==> config.mk <==
export PLATFORM = sky130hd
export DESIGN_NAME = mpreg_mem
export DESIGN_NICKNAME = d
export VERILOG_FILES = /design/src/rtl/mpreg_mem.sv
export SDC_FILE = /design/constraint.sdc
export NUM_CORES = 1
export LEC_CHECK = 0
export ABC_AREA = 1
export CAP_MARGIN = 15
export CORE_ASPECT_RATIO = 1.2
export CORE_UTILIZATION = 45
export DETAILED_ROUTE_END_ITERATION = 8
export GPL_ROUTABILITY_DRIVEN = 0
export PLACE_DENSITY_LB_ADDON = 0.15
export SKIP_CTS_REPAIR_TIMING = 1
export SLEW_MARGIN = 0
export SYNTH_ARGS = -nofsm -noshare
export SYNTH_HDL_FRONTEND = slang
export SYNTH_SLANG_ARGS = --single-unit
==> constraint.sdc <==
create_clock -name clk -period 1.46 [get_ports clk]
set_input_delay 0.146 -clock clk [delete_from_list [all_inputs] [get_ports clk]]
set_output_delay 0.146 -clock clk [all_outputs]
set_load 0.1 [all_outputs]
==> src/rtl/mpreg_mem.sv <==
module mpreg_mem #(
  parameter int WIDTH  = 8,
  parameter int SIZE   = 8,
  parameter int ABITS  = 4,
  parameter int OFFSET = 4,
  parameter int NWR    = 3,
  parameter int NRD    = 3,
  parameter logic [2*NRD-1:0]      RD_MODE  = 6'b10_01_00,
  parameter logic [SIZE*WIDTH-1:0] INIT_VAL = 64'hA7A6A5A4A3A2A1A0
) (
  input  logic                   clk,
  input  logic                   rst,
  input  logic [NWR*WIDTH-1:0]   wr_en,
  input  logic [NWR*ABITS-1:0]   wr_addr,
  input  logic [NWR*WIDTH-1:0]   wr_data,
  input  logic [NRD-1:0]         rd_en,
  input  logic [NRD*ABITS-1:0]   rd_addr,
  output logic [NRD*WIDTH-1:0]   rd_data
);
  localparam int IW = (SIZE > 1) ? $clog2(SIZE) : 1;
  localparam logic [ABITS-1:0] OFS = ABITS'(OFFSET);

  function automatic logic in_rng(input logic [ABITS-1:0] a);
    int unsigned ua;
    ua = a;
    return (ua >= OFFSET) && (ua < OFFSET + SIZE);
  endfunction

  function automatic logic [IW-1:0] word_of(input logic [ABITS-1:0] a);
    return IW'(a - OFS);
  endfunction

  logic [WIDTH-1:0] mem      [SIZE];
  logic [WIDTH-1:0] mem_nxt  [SIZE];
  logic [WIDTH-1:0] wen_p    [NWR];
  logic [WIDTH-1:0] wdat_p   [NWR];
  logic [SIZE-1:0]  whit     [NWR];
  logic [SIZE-1:0]  wany;

  for (genvar p = 0; p < NWR; p++) begin : g_wport
    assign wen_p[p]  = wr_en[p*WIDTH +: WIDTH];
    assign wdat_p[p] = wr_data[p*WIDTH +: WIDTH];
    for (genvar w = 0; w < SIZE; w++) begin : g_dec
      assign whit[p][w] = in_rng(wr_addr[p*ABITS +: ABITS]) &&
                          (word_of(wr_addr[p*ABITS +: ABITS]) == IW'(w));
    end
  end

  always_comb begin
    for (int w = 0; w < SIZE; w++) begin
      mem_nxt[w] = mem[w];
      wany[w]    = 1'b0;
      for (int p = 0; p < NWR; p++) begin
        if (whit[p][w]) begin
          mem_nxt[w] = (mem_nxt[w] & ~wen_p[p]) | (wdat_p[p] & wen_p[p]);
          wany[w]    = wany[w] | (|wen_p[p]);
        end
      end
    end
  end

  always_ff @(posedge clk) begin
    for (int w = 0; w < SIZE; w++) begin
      if (rst) mem[w] <= INIT_VAL[w*WIDTH +: WIDTH];
      else     mem[w] <= mem_nxt[w];
    end
  end

  for (genvar w = 0; w < SIZE; w++) begin : g_wchk
    a_r2_idle_word_holds: assert property (@(posedge clk) disable iff (rst)
      !wany[w] |=> mem[w] == $past(mem[w]));
    a_r3_top_port_full_write: assert property (@(posedge clk) disable iff (rst)
      (whit[NWR-1][w] && (&wen_p[NWR-1])) |=> mem[w] == $past(wdat_p[NWR-1]));
  end

  for (genvar r = 0; r < NRD; r++) begin : g_rport
    localparam logic [1:0] MODE = RD_MODE[2*r +: 2];
    logic [ABITS-1:0] ra;
    logic [WIDTH-1:0] sel_q;
    logic [WIDTH-1:0] out_q;
    assign ra = rd_addr[r*ABITS +: ABITS];
    assign rd_data[r*WIDTH +: WIDTH] = out_q;

    if (MODE == 2'd1) begin : g_areg
      logic [ABITS-1:0] ahold;
      logic             hval;
      always_ff @(posedge clk) begin
        if (rst) begin
          ahold <= '0;
          hval  <= 1'b0;
        end else if (rd_en[r]) begin
          ahold <= ra;
          hval  <= 1'b1;
        end
      end
      assign sel_q = in_rng(ahold) ? mem[word_of(ahold)] : '0;
      assign out_q = hval ? sel_q : '0;
      a_r5_areg_unmapped_zero: assert property (@(posedge clk) disable iff (rst)
        (rd_en[r] && !in_rng(ra)) |=> out_q == '0);
    end else if (MODE == 2'd2) begin : g_dreg
      logic [WIDTH-1:0] dhold;
      assign sel_q = in_rng(ra) ? mem[word_of(ra)] : '0;
      always_ff @(posedge clk) begin
        if (rst)           dhold <= '0;
        else if (rd_en[r]) dhold <= sel_q;
      end
      assign out_q = dhold;
      a_r9_dreg_hold: assert property (@(posedge clk) disable iff (rst)
        !rd_en[r] |=> $stable(out_q));
    end else begin : g_async
      assign sel_q = in_rng(ra) ? mem[word_of(ra)] : '0;
      assign out_q = sel_q;
      a_r5_async_unmapped_zero: assert property (@(posedge clk) disable iff (rst)
        !in_rng(ra) |-> out_q == '0);
    end
  end
endmodule

==> impl_metrics.json, run 1 <==
{
  "synth_top_family_by_area": "simple AND/OR/NAND/NOR gates",
  "drc": 1,
  "post-dp-hpwl_mm": 22.74,
  "seqCellArea_um2": 1597,
  "routed_wl_mm": 30.66,
  "synth_compound_area_frac": 0.2119,
  "synth_warnings": 0,
  "drive_gt1_frac": 0.2090,
  "crit_path_max_incr_delay_ns": 0.36,
  "n_fill_cell": 1489,
  "vias_per_cell": 5.742,
  "power.density_nw_per_um2": 708.5,
  "drt_iter0_drc": 1341,
  "clock_skew_ns": 0.004559,
  "ir_drop_mv": 0.5540,
  "netlist.area_leader.share": 0.2343,
  "grt_start_max_net_pins": 41,
  "avgSynthCellArea_um2": 5.240,
  "hold_viol_final": 0,
  "critical_path.top_delay_family": "buffers and inverters",
  "post-synth-top-area-cell": "nand2_1",
  "timing.final.ws_setup_ns": -0.3918,
  "synth_nets": 1456,
  "synth-xor-area-share": 0,
  "muxShareOfSynthArea": 0,
  "first_global_vias": 9201,
  "finalPower_w": 0.007371,
  "rows": 50,
  "numPortBuffers": 99,
  "path_depth": 8,
  "startpoint_type": "flop",
  "reg2reg_depth": 7,
  "tritoncts": "yes",
  "ctsRootBufferMaster": "clkbuf_16",
  "grt_antenna_before_repair": 0,
  "wl_per_cell_um": 17.34,
  "drtAntennaViolNets": 0,
  "power_leakage_nw": 4.709,
  "grt_pass1_wl_mm": 47.92,
  "insertion_delay_ns": 0.35,
  "post-route-min-period_ns": 1.852,
  "holdWs_ns": 0.1866,
  "dpl_cell_area_um2": 9828,
  "post-route-util": 0.6652,
  "ys_seq_elements": 77,
  "core_region_area_um2": 15640,
  "fin_area_um2": 10400,
  "hold_depth": 3,
  "netlist_area_um2": 7226,
  "max_freq_ghz": 0.5400,
  "path_buf_inv": 3,
  "ys_seq_area_frac": 0.2133,
  "fin_nets": 1632,
  "syn_to_final_growth_pct": 43.98,
  "cp_cell_sequence": "inv_2 -> buf_4 -> a21oi_2 -> o21ai_1 -> nand2_1 -> nand2_2 -> a21oi_4 -> buf_12",
  "cts_max_path_buffers": 2,
  "critPathCaptureType": "output port",
  "clk_pin_slew_ns": 0.06,
  "cp_max_fo": 9,
  "worstMarginPinSlew_ns": 0.5186,
  "arrival_ns": 1.71,
  "report.final.slew_viol_count": 0,
  "maxCapViolations": 0,
  "slew_headroom": 0.6543,
  "num_antenna_cells": 0,
  "crit_required_ns": 1.31,
  "fp.dieW_um": 117.7,
  "syn_inst": 1379,
  "setup-tns-final_ns": -3.930,
  "track_usage": 0.3677,
  "status": "finished, violations left",
  "synthSimpleGateAreaFrac": 0.4388,
  "vias": 10151,
  "multi_input_area_um2": 5031,
  "period_share": 1.268,
  "io-pin-count": 101,
  "dieArea_um2": 16570,
  "yosysUniqueCellTypes": 27,
  "cts-buffers-inserted": 9,
  "ys_top_cells_by_area": "nand2_1, dfxtp_1, nand3_1",
  "timing.critical_path.slowest_stage_cell": "dfxtp_2",
  "synth_adder_area_share": 0,
  "failed_checks": "design-rule violations, negative setup slack",
  "rsz0062_at_grt": "true",
  "die_y_um": 140.8,
  "initial_core_util": 0.4620,
  "setup_viol_count_final": 16,
  "hold_path_class": "primary input to flop",
  "firstDrtPassIters": 9,
  "h-tree-depth": 3,
  "worstSetupPathType": "flop to output port",
  "cts.sinks": 77,
  "grt_overflow": 0
}
## worst register-to-register path: cells and delay by family, from the launching register on
family,cells,cell delay (ns)
AO/OA/AOI/OAI,1,0.13
buffers and inverters,2,0.20
flip-flops,1,0.36
AND/OR/NAND/NOR,4,0.29
## synthesized netlist by cell type
library cell	instances
nand3_1	170
nand4_1	11
inv_1	173
nor2_1	101
a22oi_1	6
o22ai_1	10
and3_1	5
nand2_4	1
nor2_2	12
a21oi_1	131
o21ai_0	106
clkbuf_1	43
nand2_2	1
dfxtp_1	77
a31oi_1	4
o21a_1	1
nor3_1	2
buf_4	3
buf_1	1
buf_2	17
clkinv_1	3
inv_2	10
nand3b_1	6
o21ai_1	17
nand2_1	451
buf_6	1
o211ai_1	16
## through the flow
stage / cells / setup WS (ns)
global route: 1768 / -0.4450
floorplan: 1379 / -0.2088
CTS: 1765 / -0.3650
detailed placement: 1749 / -0.3588
finish: 1768 / -0.3918
global placement: 1749 / -0.2968
## final timing paths
kind / startpoint / endpoint / slack [ns]
max: g_rport[1].g_areg.ahold[0]$_SDFFE_PP0P_ / rd_data[13] / -0.39
min: rst / g_rport[2].g_dreg.dhold[7]$_SDFFE_PP0P_ / 0.19
max reg2reg: mem[6][5]$_SDFF_PP1_ / g_rport[2].g_dreg.dhold[5]$_SDFFE_PP0P_ / 0.42
min reg2reg: g_rport[1].g_areg.ahold[3]$_SDFFE_PP0P_ / g_rport[1].g_areg.ahold[3]$_SDFFE_PP0P_ / 0.49
## cell type report
| cell class | instances | share of cell area |
|---|---|---|
| clock buffer | 11 | 0.02237 |
| inverter | 186 | 0.06903 |
| timing repair buffer | 230 | 0.2393 |
| clock inverter | 5 | 0.007216 |
| tap | 208 | 0.02502 |
| multi-input combinational | 1051 | 0.4836 |
| sequential | 77 | 0.1535 |
## power breakdown
part | leakage [nW] | switching, W | internal (W)
sequential | 0.633 | 0.000124 | 0.00221
combinational | 3.92 | 0.00156 | 0.00101
clock | 0.153 | 0.000981 | 0.00149
## layer usage
layer / track usage / wire [um] / part of all wire / up-vias
met5: 0 / 0 / 0 / -
met4: 0.2193 / 1661 / 0.054 / 0
met3: 0.07322 / 3798 / 0.12 / 147
met2: 0.5765 / 13600 / 0.44 / 723
met1: 0.4661 / 11600 / 0.38 / 4477
li1: - / - / - / 4804
## registers in the layout, indices dropped and copies added (netlist names)
name                  count
mem                      64
g_rport.g_dreg.dhold      8
g_rport.g_areg.ahold      4
g_rport.g_areg.hval       1
## kinds of logic after synthesis
logic type             Yosys count
AOI/OAI and AO/OA              291
buffers and inverters          251
DFF                             77
and+or+nand+nor                760
## layout by cell type, fill, tap and decap left out, types with 2 or more instances in the layout
| master | n |
|---|---|
| o22ai_1 | 10 |
| nand3b_1 | 6 |
| nand3_1 | 170 |
| inv_1 | 144 |
| a31oi_1 | 4 |
| inv_2 | 32 |
| a21oi_1 | 90 |
| clkinv_2 | 3 |
| nor3_1 | 2 |
| inv_4 | 6 |
| dfxtp_2 | 29 |
| and3_4 | 5 |
| o21ai_0 | 69 |
| nor2_2 | 17 |
| bufinv_16 | 2 |
| a21oi_4 | 11 |
| clkdlybuf4s50_1 | 68 |
| dlymetal6s2s_1 | 6 |
| nand2_4 | 2 |
| nand2_2 | 17 |
| dfxtp_4 | 5 |
| nand4_1 | 11 |
| clkbuf_1 | 2 |
| o21ai_1 | 54 |
| o211ai_1 | 16 |
| a21oi_2 | 30 |
| a22oi_1 | 6 |
| clkbuf_16 | 9 |
| buf_12 | 44 |
| clkinv_1 | 3 |
| dfxtp_1 | 43 |
| buf_4 | 107 |
| nand2_1 | 434 |
| nor2_1 | 95 |
| buf_6 | 4 |
No activity file was read; power rests on OpenSTA's default activity.
==> run 2, diff against run 1 <==
- CAP_MARGIN: 15 -> 20
==> results of run 2 <==
Same layout as run 1: the final DEF is identical, and so are final timing and power.
